===== src/rtl/gpio_bank_pkg.sv =====
`timescale 1ns/1ps
package gpio_bank_pkg;

  localparam int unsigned BUS_W  = 32;
  localparam int unsigned ADDR_W = 8;
  localparam int unsigned IDX_W  = ADDR_W - 2;

  // access widths on reg_size
  localparam logic [1:0] SZ_BYTE = 2'd0;
  localparam logic [1:0] SZ_HALF = 2'd1;
  localparam logic [1:0] SZ_WORD = 2'd2;

  // word indices (byte offset / 4); software decodes these
  localparam logic [IDX_W-1:0] W_IDENT   = 6'h00;
  localparam logic [IDX_W-1:0] W_CFG     = 6'h04;
  localparam logic [IDX_W-1:0] W_DONE    = 6'h05;
  localparam logic [IDX_W-1:0] W_STA     = 6'h06;
  localparam logic [IDX_W-1:0] W_ENA     = 6'h07;
  localparam logic [IDX_W-1:0] W_WKEN    = 6'h08;
  localparam logic [IDX_W-1:0] W_STB     = 6'h0A;
  localparam logic [IDX_W-1:0] W_ENB     = 6'h0B;
  localparam logic [IDX_W-1:0] W_CTRL    = 6'h0C;
  localparam logic [IDX_W-1:0] W_OE      = 6'h0D;
  localparam logic [IDX_W-1:0] W_DIN     = 6'h0E;
  localparam logic [IDX_W-1:0] W_DOUT    = 6'h0F;
  localparam logic [IDX_W-1:0] W_LOW     = 6'h10;
  localparam logic [IDX_W-1:0] W_HIGH    = 6'h11;
  localparam logic [IDX_W-1:0] W_RISE    = 6'h12;
  localparam logic [IDX_W-1:0] W_FALL    = 6'h13;
  localparam logic [IDX_W-1:0] W_DBEN    = 6'h14;
  localparam logic [IDX_W-1:0] W_DBTIME  = 6'h15;
  localparam logic [IDX_W-1:0] W_ENA_CLR = 6'h18;
  localparam logic [IDX_W-1:0] W_ENA_SET = 6'h19;
  localparam logic [IDX_W-1:0] W_ENB_CLR = 6'h1C;
  localparam logic [IDX_W-1:0] W_ENB_SET = 6'h1D;
  localparam logic [IDX_W-1:0] W_WK_CLR  = 6'h20;
  localparam logic [IDX_W-1:0] W_WK_SET  = 6'h21;
  localparam logic [IDX_W-1:0] W_DO_CLR  = 6'h24;
  localparam logic [IDX_W-1:0] W_DO_SET  = 6'h25;

  localparam logic [2:0] CTRL_RST   = 3'd2;
  localparam int unsigned SRST_BIT  = 1;

  // configuration word, laid out as its bit positions 4..0
  typedef struct packed {
    logic [1:0] idle;
    logic       wake_en;
    logic       srst;
    logic       autoidle;
  } cfg_t;

  function automatic cfg_t cfg_pack(input logic [BUS_W-1:0] v, input cfg_t old);
    cfg_t c;
    c.idle     = (v[4:3] == 2'b11) ? old.idle : v[4:3];
    c.wake_en  = v[2];
    c.srst     = 1'b0;
    c.autoidle = v[0];
    return c;
  endfunction

endpackage


===== src/rtl/gpio_sync.sv =====
`timescale 1ns/1ps
module gpio_sync #(
  parameter int WIDTH  = 32,
  parameter int STAGES = 2
) (
  input  logic             clk,
  input  logic             rst,
  input  logic [WIDTH-1:0] d,
  output logic [WIDTH-1:0] q,
  output logic [WIDTH-1:0] q_prev
);

  logic [STAGES-1:0][WIDTH-1:0] chain;

  for (genvar g = 0; g < STAGES; g++) begin : g_stage
    if (g == 0) begin : g_first
      always_ff @(posedge clk) begin
        if (rst) chain[0] <= '0;
        else     chain[0] <= d;
      end
    end else begin : g_next
      always_ff @(posedge clk) begin
        if (rst) chain[g] <= '0;
        else     chain[g] <= chain[g-1];
      end
    end
  end

  always_ff @(posedge clk) begin
    if (rst) q_prev <= '0;
    else     q_prev <= chain[STAGES-1];
  end

  assign q = chain[STAGES-1];

endmodule


===== src/rtl/gpio_detect.sv =====
`timescale 1ns/1ps
module gpio_detect #(
  parameter int LINES = 32
) (
  input  logic [LINES-1:0] cur,
  input  logic [LINES-1:0] prev,
  input  logic [LINES-1:0] is_input,
  input  logic [LINES-1:0] rise_en,
  input  logic [LINES-1:0] fall_en,
  input  logic [LINES-1:0] low_en,
  input  logic [LINES-1:0] high_en,
  output logic [LINES-1:0] evt
);

  for (genvar i = 0; i < LINES; i++) begin : g_line
    logic up, down, lvl;
    assign up   = cur[i] & ~prev[i] & rise_en[i];
    assign down = ~cur[i] & prev[i] & fall_en[i];
    assign lvl  = (cur[i] & high_en[i]) | (~cur[i] & low_en[i]);
    assign evt[i] = is_input[i] & (up | down | lvl);
  end

endmodule


===== src/rtl/gpio_wr_merge.sv =====
`timescale 1ns/1ps
module gpio_wr_merge
  import gpio_bank_pkg::*;
#(
  parameter int W = BUS_W
) (
  input  logic [1:0]   lane,
  input  logic [1:0]   size,
  input  logic [W-1:0] wdata,
  input  logic [W-1:0] cur,
  output logic [W-1:0] merged,
  output logic [W-1:0] lone
);

  localparam int SH_W = $clog2(W);

  logic [W-1:0]    base_mask;
  logic [W-1:0]    lane_mask;
  logic [SH_W-1:0] sh;

  always_comb begin
    sh = SH_W'({lane, 3'b000});
    case (size)
      SZ_BYTE: base_mask = W'(8'hFF);
      SZ_HALF: base_mask = W'(16'hFFFF);
      default: begin
        base_mask = '1;
        sh        = '0;
      end
    endcase
    lone      = (wdata & base_mask) << sh;
    lane_mask = base_mask << sh;
    merged    = (cur & ~lane_mask) | lone;
  end

endmodule


===== src/rtl/gpio_bank.sv =====
`timescale 1ns/1ps
module gpio_bank
  import gpio_bank_pkg::*;
#(
  parameter int         LINES       = 32,
  parameter int         SYNC_STAGES = 2,
  parameter logic [7:0] REVISION    = 8'h31
) (
  input  logic              clk,
  input  logic              rst,
  input  logic              reg_wr,
  input  logic              reg_rd,
  input  logic [ADDR_W-1:0] reg_addr,
  input  logic [1:0]        reg_size,
  input  logic [BUS_W-1:0]  reg_wdata,
  output logic [BUS_W-1:0]  reg_rdata,
  input  logic [LINES-1:0]  pin_in,
  output logic [LINES-1:0]  pin_out,
  output logic              irq_a,
  output logic              irq_b,
  output logic              wake_req
);

  localparam logic [LINES-1:0] ALL_IN = '1;

  logic [IDX_W-1:0] widx;
  logic [1:0]       lane;
  assign widx = reg_addr[ADDR_W-1:2];
  assign lane = reg_addr[1:0];

  // register state
  logic [LINES-1:0] st_a_q, st_b_q, en_a_q, en_b_q, wk_q, oe_q, dout_q;
  logic [LINES-1:0] lo_q, hi_q, rise_q, fall_q, dben_q;
  cfg_t             cfg_q;
  logic [2:0]       ctrl_q;
  logic [7:0]       dbt_q;

  logic [LINES-1:0] st_a_d, st_b_d, en_a_d, en_b_d, wk_d, oe_d, dout_d;
  logic [LINES-1:0] lo_d, hi_d, rise_d, fall_d, dben_d;
  cfg_t             cfg_d;
  logic [2:0]       ctrl_d;
  logic [7:0]       dbt_d;
  logic             irq_a_d, irq_b_d, wake_d;
  logic [LINES-1:0] pin_d;

  // input path
  logic [LINES-1:0] din_cur, din_prev, evt;

  gpio_sync #(.WIDTH(LINES), .STAGES(SYNC_STAGES)) sync_i (
    .clk    (clk),
    .rst    (rst),
    .d      (pin_in),
    .q      (din_cur),
    .q_prev (din_prev)
  );

  gpio_detect #(.LINES(LINES)) detect_i (
    .cur      (din_cur),
    .prev     (din_prev),
    .is_input (oe_q),
    .rise_en  (rise_q),
    .fall_en  (fall_q),
    .low_en   (lo_q),
    .high_en  (hi_q),
    .evt      (evt)
  );

  // read mux, shared by the read port and the sub-word write merge
  logic [BUS_W-1:0] word_at;

  always_comb begin
    case (widx)
      W_IDENT:                       word_at = BUS_W'(REVISION);
      W_CFG:                         word_at = BUS_W'(cfg_q);
      W_DONE:                        word_at = BUS_W'(1);
      W_STA:                         word_at = BUS_W'(st_a_q);
      W_ENA, W_ENA_CLR, W_ENA_SET:   word_at = BUS_W'(en_a_q);
      W_WKEN, W_WK_CLR, W_WK_SET:    word_at = BUS_W'(wk_q);
      W_STB:                         word_at = BUS_W'(st_b_q);
      W_ENB, W_ENB_CLR, W_ENB_SET:   word_at = BUS_W'(en_b_q);
      W_CTRL:                        word_at = BUS_W'(ctrl_q);
      W_OE:                          word_at = BUS_W'(oe_q);
      W_DIN:                         word_at = BUS_W'(din_cur);
      W_DOUT, W_DO_CLR, W_DO_SET:    word_at = BUS_W'(dout_q);
      W_LOW:                         word_at = BUS_W'(lo_q);
      W_HIGH:                        word_at = BUS_W'(hi_q);
      W_RISE:                        word_at = BUS_W'(rise_q);
      W_FALL:                        word_at = BUS_W'(fall_q);
      W_DBEN:                        word_at = BUS_W'(dben_q);
      W_DBTIME:                      word_at = BUS_W'(dbt_q);
      default:                       word_at = '0;
    endcase
  end

  logic [BUS_W-1:0] wr_merged, wr_lone;

  gpio_wr_merge #(.W(BUS_W)) merge_i (
    .lane   (lane),
    .size   (reg_size),
    .wdata  (reg_wdata),
    .cur    (word_at),
    .merged (wr_merged),
    .lone   (wr_lone)
  );

  logic [LINES-1:0] m_line, l_line, clr_a, clr_b;
  logic             soft_rst;
  assign m_line = LINES'(wr_merged);
  assign l_line = LINES'(wr_lone);

  // next-state
  always_comb begin
    en_a_d = en_a_q;  en_b_d = en_b_q;  wk_d   = wk_q;
    oe_d   = oe_q;    dout_d = dout_q;  lo_d   = lo_q;
    hi_d   = hi_q;    rise_d = rise_q;  fall_d = fall_q;
    dben_d = dben_q;  ctrl_d = ctrl_q;  dbt_d  = dbt_q;
    cfg_d  = cfg_q;
    clr_a  = '0;
    clr_b  = '0;
    soft_rst = 1'b0;

    if (reg_wr) begin
      case (widx)
        W_CFG: begin
          soft_rst = wr_merged[SRST_BIT];
          cfg_d    = cfg_pack(wr_merged, cfg_q);
        end
        W_STA:     clr_a  = l_line;
        W_STB:     clr_b  = l_line;
        W_ENA:     en_a_d = m_line;
        W_ENA_CLR: en_a_d = en_a_q & ~l_line;
        W_ENA_SET: en_a_d = en_a_q | l_line;
        W_ENB:     en_b_d = m_line;
        W_ENB_CLR: en_b_d = en_b_q & ~l_line;
        W_ENB_SET: en_b_d = en_b_q | l_line;
        W_WKEN:    wk_d   = m_line;
        W_WK_CLR:  wk_d   = wk_q & ~l_line;
        W_WK_SET:  wk_d   = wk_q | l_line;
        W_DOUT:    dout_d = m_line;
        W_DO_CLR:  dout_d = dout_q & ~l_line;
        W_DO_SET:  dout_d = dout_q | l_line;
        W_CTRL:    ctrl_d = wr_merged[2:0];
        W_OE:      oe_d   = m_line;
        W_LOW:     lo_d   = m_line;
        W_HIGH:    hi_d   = m_line;
        W_RISE:    rise_d = m_line;
        W_FALL:    fall_d = m_line;
        W_DBEN:    dben_d = m_line;
        W_DBTIME:  dbt_d  = wr_merged[7:0];
        default: ;
      endcase
    end

    // a detection in the same cycle wins over a clear
    st_a_d = (st_a_q & ~clr_a) | evt;
    st_b_d = (st_b_q & ~clr_b) | evt;
    wake_d = cfg_q.wake_en && (cfg_q.idle != 2'b00) && |(evt & wk_q);

    if (soft_rst) begin
      st_a_d = '0;  st_b_d = '0;  en_a_d = '0;  en_b_d = '0;
      wk_d   = '0;  lo_d   = '0;  hi_d   = '0;  rise_d = '0;
      fall_d = '0;  dben_d = '0;  dbt_d  = '0;
      oe_d   = ALL_IN;
      ctrl_d = CTRL_RST;
      wake_d = 1'b0;
    end

    irq_a_d = |(st_a_d & en_a_d);
    irq_b_d = |(st_b_d & en_b_d);
    pin_d   = dout_d & ~oe_d;
  end

  always_ff @(posedge clk) begin
    if (rst) begin
      st_a_q <= '0;  st_b_q <= '0;  en_a_q <= '0;  en_b_q <= '0;
      wk_q   <= '0;  oe_q   <= ALL_IN;  dout_q <= '0;
      lo_q   <= '0;  hi_q   <= '0;  rise_q <= '0;  fall_q <= '0;
      dben_q <= '0;  dbt_q  <= '0;  ctrl_q <= CTRL_RST;
      cfg_q  <= '0;
      irq_a  <= 1'b0;  irq_b <= 1'b0;  wake_req <= 1'b0;
      pin_out <= '0;
    end else begin
      st_a_q <= st_a_d;  st_b_q <= st_b_d;  en_a_q <= en_a_d;  en_b_q <= en_b_d;
      wk_q   <= wk_d;    oe_q   <= oe_d;    dout_q <= dout_d;
      lo_q   <= lo_d;    hi_q   <= hi_d;    rise_q <= rise_d;  fall_q <= fall_d;
      dben_q <= dben_d;  dbt_q  <= dbt_d;   ctrl_q <= ctrl_d;
      cfg_q  <= cfg_d;
      irq_a  <= irq_a_d;  irq_b <= irq_b_d;  wake_req <= wake_d;
      pin_out <= pin_d;
    end
  end

  always_ff @(posedge clk) begin
    if (rst)         reg_rdata <= '0;
    else if (reg_rd) reg_rdata <= word_at;
  end

  // an event lands in both status sets on the next edge
  a_r3_event_both_sets: assert property (@(posedge clk) disable iff (rst)
    ((|evt) && !soft_rst) |=>
      (((st_a_q & $past(evt)) == $past(evt)) && ((st_b_q & $past(evt)) == $past(evt))));

  // each interrupt output tracks its own masked status
  a_r6_irq_a_track: assert property (@(posedge clk) disable iff (rst)
    irq_a == (|(st_a_q & en_a_q)));
  a_r6_irq_b_track: assert property (@(posedge clk) disable iff (rst)
    irq_b == (|(st_b_q & en_b_q)));

  // the refused idle-mode value is never stored
  a_r8_idle_legal: assert property (@(posedge clk) disable iff (rst)
    cfg_q.idle != 2'b11);

  // a wakeup request needs the wake bit and a nonzero idle mode
  a_r9_wake_gate: assert property (@(posedge clk) disable iff (rst)
    wake_req |-> ($past(cfg_q.wake_en) && ($past(cfg_q.idle) != 2'b00)));

endmodule


===== config.mk =====
export PLATFORM = sky130hd
export DESIGN_NAME = gpio_bank
export DESIGN_NICKNAME = d
export VERILOG_FILES = /design/src/rtl/gpio_bank_pkg.sv /design/src/rtl/gpio_sync.sv /design/src/rtl/gpio_detect.sv /design/src/rtl/gpio_wr_merge.sv /design/src/rtl/gpio_bank.sv
export SDC_FILE = /design/constraint.sdc
export NUM_CORES = 1
export LEC_CHECK = 0
export BUFFER_PORTS_ARGS = -buffer_cell sky130_fd_sc_hd__buf_2
export CAP_MARGIN = 20
export CELL_PAD_IN_SITES_DETAIL_PLACEMENT = 1
export CELL_PAD_IN_SITES_GLOBAL_PLACEMENT = 1
export CORE_AREA = 8 8 268 270
export CTS_CLUSTER_DIAMETER = 60
export DETAILED_ROUTE_END_ITERATION = 8
export DIE_AREA = 0 0 276 278
export GPL_ROUTABILITY_DRIVEN = 0
export HOLD_SLACK_MARGIN = 0.08
export PLACE_DENSITY_LB_ADDON = 0.1
export SLEW_MARGIN = 20
export SYNTH_ARGS = -nofsm -noshare
export SYNTH_HDL_FRONTEND = slang
export SYNTH_SLANG_ARGS = --single-unit

===== constraint.sdc =====
create_clock -name clk -period 4.1 [get_ports clk]
set_clock_uncertainty 0.05 [all_clocks]
set_input_delay 0.615 -clock clk [delete_from_list [all_inputs] [get_ports clk]]
set_output_delay 0.615 -clock clk [all_outputs]
set_load 0.005 [all_outputs]

# Word-level counts from Yosys, hierarchy flattened
# Cells that the tools add are included.
dict set report totals {
  out_inout_bits 67
  elab_cells 511
  in_bits 78
  reg_bits 562
  ramBits 0
  mem_count 0
  romBits 0
  latch_bits 0
}
dict set report classes {
  n_bitwise 409
  n_mux 23
  add_sub_neg 0
  multipliers 0
  n_div 0
  n_eq_ne 27
  n_lt_le_gt_ge 0
  shift 2
  n_reduce_logical 25
}
# cell n
set op_table {}
lappend op_table {{case mux 32 bit (18 select lines)} 1}
lappend op_table {{2-to-1 mux 32 bit} 14}
lappend op_table {{bitwise AND 32 bit} 12}
lappend op_table {{case mux 32 bit (3 select lines)} 4}
lappend op_table {{bitwise AND 1 bit} 224}
lappend op_table {{OR 32 bit} 7}
lappend op_table {{NOT 32 bit} 5}
lappend op_table {{OR 1 bit} 96}
lappend op_table {{OR reduction 32 bit} 3}
lappend op_table {{NOT 1 bit} 65}
lappend op_table {{case mux 32 bit (2 select lines)} 1}
lappend op_table {{<< shifter 32 x 5 -> 32 bit} 2}
lappend op_table {{== test 6 x 5 -> 1 bit (second input constant)} 10}
lappend op_table {{== test 6 x 4 -> 1 bit (second input constant)} 7}
lappend op_table {{== test 6 x 3 -> 1 bit (second input constant)} 4}
lappend op_table {{== test 6 bit (second input constant)} 4}
lappend op_table {{AND reduction 2 bit} 9}
lappend op_table {{OR reduction 3 bit} 4}
lappend op_table {{logical NOT 6 bit} 1}
lappend op_table {{2-to-1 mux 5 bit} 1}
lappend op_table {{OR reduction 2 bit} 2}
lappend op_table {{AND reduction 3 bit} 1}
lappend op_table {{nonzero test 3 bit} 1}
lappend op_table {{== test 2 x 1 -> 1 bit (second input constant)} 1}
lappend op_table {{5 further kinds} 7}

# Longest topological paths before layout
dict set report logic_depth {
  depth_word 12
  ltp_mapped 16
  mapped_depth_nobuf 10
}

# By module
# A second synthesis with hierarchy kept.
dict set report hier_totals {
  hier_cells 3263
  area_unflattened_um2 26111.3
}
# module instances cells_each area_per_inst_um2 seq_area_each_um2
set by_module_without_submodules {}
lappend by_module_without_submodules {gpio_bank 1 2763 21271.7 9328.9}
lappend by_module_without_submodules {gpio_sync 1 234 2840.2 1921.8}
lappend by_module_without_submodules {gpio_wr_merge 1 138 1078.5 0.0}
lappend by_module_without_submodules {gpio_detect 1 128 920.9 0.0}

# Worst setup path after synthesis
# No wires, ideal clock.
dict set report synth_path {
  path_kind {input to register}
  from {input reg_addr[3]}
  to {register irq_a}
  t_required_ps 3921
  setup_slack_ps 617
  n_path_buf 4
  setup_ps 129
  arrival_ps 3304
  cell_stages 14
  path_cell_list {buf_4 clkbuf_1 buf_2 buf_2 mux4_2 and2_0 a2111oi_0 nand3_1 a21oi_2 nor3_1 a21oi_1 o211ai_1 nor4_1 a31oi_1}
}
dict set report synth_between {
  elab_chain_cells 10
  word_cells_on_any_way 46
  classes_between {25 x eq/ne; 9 x mux; 6 x bitwise; 6 x reduce/logical}
}
# element line_no
set synth_rtl {}
lappend synth_rtl {{from (decl)} gpio_bank.sv:13} ;# input logic [ADDR_W-1:0] reg_addr,
lappend synth_rtl {{== test 6 bit, or another cell as far along} gpio_bank.sv:72} ;# case (widx)
lappend synth_rtl {{OR reduction 3 bit} gpio_bank.sv:72}
lappend synth_rtl {{case mux 32 bit (18 select lines)} gpio_bank.sv:72}
lappend synth_rtl {{bitwise AND 32 bit} gpio_wr_merge.sv:33} ;# merged = (cur & ~lane_mask) | lone;
lappend synth_rtl {{OR 32 bit} gpio_wr_merge.sv:33}
lappend synth_rtl {{case mux 32 bit (3 select lines) or 2-to-1 mux 1 bit (tied branches)} gpio_bank.sv:123} ;# case (widx)
lappend synth_rtl {{2-to-1 mux 32 bit or 2-to-1 mux 1 bit (tied branches)} gpio_bank.sv:122} ;# if (reg_wr) begin
lappend synth_rtl {{2-to-1 mux 32 bit} gpio_bank.sv:159} ;# if (soft_rst) begin
lappend synth_rtl {{bitwise AND 32 bit *} gpio_bank.sv:168} ;# irq_a_d = |(st_a_d & en_a_d);
lappend synth_rtl {{OR reduction 32 bit *} gpio_bank.sv:168}
lappend synth_rtl {{to (signal assigned)} gpio_bank.sv:188} ;# irq_a <= irq_a_d; irq_b <= irq_b_d; wake_req <= wake_d;
lappend synth_rtl {{to (decl)} gpio_bank.sv:19} ;# output logic irq_a,
# Every way passes the cells marked *; elsewhere a longest branch is shown, timed or not.
# A chain may end at the register's enable or synchronous reset.

# Worst setup path after layout
dict set report layout_path {
  from {input reg_addr[2]}
  to {register irq_a}
}
# The elaborated chain is that of the path after synthesis.

==> metrics.cfg <==
[outcome]
status = complete, no violations

[power_and_ir_drop]
ir_worst_vdd_v = 0.000332
p_leak_uw = 0.0128
powerDensity_mw_per_mm2 = 401

[floorplan]
die_y_um = 278
io_pins = 145
start_util_pct = 39.4
die_area_mm2 = 0.0767
rows = 96
core-area_mm2 = 0.0677
dieWidth_um = 276

[clock_network]
hold_buffers = 0
cts.sinks = 562
cts_buffer_depth = 3
cts-root-buf = clkbuf_16
post_cts_buffers = 0
tritoncts = done
cts_resized = 0
cts-buffers-inserted = 69
htree_levels = 3
clk_pin_slew_ns = 0.06
clock_latency_ns = 0.63

[placed_design]
pre_cts_ws_ns = -0.355
placed_area_mm2 = 0.0308
portBuffers = 144
dp_hpwl_um = 113000

[yosys]
ys.flop_type = dfxtp_1
synth_area_leaders = dfxtp_1, nor2_1, nand2_1
synth_top_area_cell = dfxtp_1
ys.warnings.count = 0
synth_top_area_share_pct = 42.1
synth_edf_count = 0
yosysUniqueCellTypes = 88
synth_seq_cells = 562
synthArstFlopShare_pct = 0
syn_nets = 3377
syn_area_mm2 = 0.0267
syn_inst = 3299
avgSynthCellArea_um2 = 8.09
synth.most_common_cell = dfxtp_1
seq_area_frac_synth_pct = 42.1
synth_top_cells_by_count = dfxtp_1, nor2_1, nand2_1

[timing]
timing.fmax_mhz = 248
final_max_slew_viol_count = 0
setup_ws_ns = 0.0597
hold_viol = 0
worst_pin_slew_ns = 1.11
rsz0062_at_grt = no
maxSlewHeadroom_pct = 25.1
min_period_ns = 4.04
period_share_pct = 98.5
setup_violations = 0

[routing]
drt_first_pass_iters = 6
drt_iter0_drc = 4227
post_drt_wl_per_cell_um = 32.6
ant_nets = 0
drcViolationCount = 0
via_count = 30000
viasPerCell = 6.58
drt-total-wl_um = 149000

[final_layout]
fin_area_mm2 = 0.0330
nets = 3703
syn_to_final_growth_pct = 23.7
layout-drive-gt1-share_pct = 18.7
num-fill-cells = 8146

[flow_run]
max_cap_viol_count = 0

[worst_hold_path]
hold_path_end = sync_i.chain[10]
min_from = pin_in[10]
min_path_cells = 2
hold_class = input pin to flip-flop

[worst_setup_path]
r2r-start = fall_q[26]
r2r_setup_slack_ns = 0.26
cp_slowest_cell = a2111oi_0
critPathMaxStageDelay_ns = 0.77
worstSetupPathType = input pin to flip-flop
cp-end-kind = flip-flop
critPathArrivalTime_ns = 4.47
r2r-end = irq_a
path_cells = buf_4, buf_12, mux4_2, and2_0, a2111oi_0, nand3_1, a21oi_2, nor3_1, a21oi_1, o211ai_1, nor4_1, a31oi_1
required_ns = 4.53
r2r_cells = 10
cp-start-kind = input pin
cp_max_fo = 42

[global_routing]
grt_start_max_net_pins = 138
track_usage_pct = 37.1
overflow = 0
grt_antenna_before_repair = 11
grt_pass1_wl_um = 213000
grt_pass1_vias = 29900

cell usage in the layout (no fill, tap or decap), drive strengths merged, types with 39 or more instances in the layout:
cell type and n:
nand2 329, a22oi 134, nor2b 117, a211o 42, inv 55, o22ai 51
nor3 77, nor2 533, dfxtp 562, clkbuf 96, a21oi 219, a211oi 153
o21ai 152, buf 522, nand3b 45, nand3 39
worst max-delay path, delay by kind of cell:
family	cells	cell delay (ns)
buffers and inverters	2	0.43
multiplexers	1	0.60
AND/OR/NAND/NOR	4	1.16
AO/OA/AOI/OAI	5	1.64
through the flow:
stage	cells	hold WS (ns)	power, µW	setup TNS (ns)	util (%)
finish	4562	0.149	13200	0	48.7
detailed placement	4436	0.377	7180	-18.61	45.4
global route	4557	0.153	13500	0	48.7
CTS	4557	0.132	13200	0	48.7
global placement	4436	0.367	7140	-1.57	45.4
floorplan	3299	0.364	6420	0	-
cell families after synthesis:
kind of cell	count (synthesis)	share of synthesized area, %
simple gates	1340	24.0
compound gates	1026	26.7
flops	562	42.1
buf+inv	321	4.89
mux	50	2.24
how the worst max path moves through the flow:
stage | slack, ns | depth (start not counted) | to | start
CTS | 0.20 | 15 | irq_a | reg_addr[3]
floorplan | 0.62 | 14 | irq_a | reg_addr[3]
detailed placement | -0.36 | 15 | irq_a | reg_addr[3]
global placement | -0.35 | 15 | irq_a | reg_addr[3]
finish | 0.06 | 12 | irq_a | reg_addr[2]
global route | 0.01 | 12 | irq_a | reg_addr[2]
report_power, final:
part | internal [µW] | switching (µW)
Clock | 3490 | 2610
Sequential | 5580 | 100
Combinational | 478 | 991
routing by layer:
| layer | wire [µm] | GRT usage (%) |
|---|---|---|
| met2 | 58600 | 52.6 |
| met5 | 80 | 0 |
| met3 | 20100 | 12.9 |
| met4 | 9340 | 19.5 |
| met1 | 60500 | 49.2 |
layout make-up:
cell class | count | area (µm²) | area share, %
multi-input combinational | 2416 | 14300 | 43.2
inverter | 54 | 203 | 0.614
clock buffer | 96 | 2030 | 6.16
antenna | 5 | 12.5 | 0.0379
clock inverter | 25 | 201 | 0.610
sequential | 562 | 11300 | 34.1
timing repair buffer | 522 | 3960 | 12.0
tap | 882 | 1100 | 3.34
(Power assumes the default switching activity.)
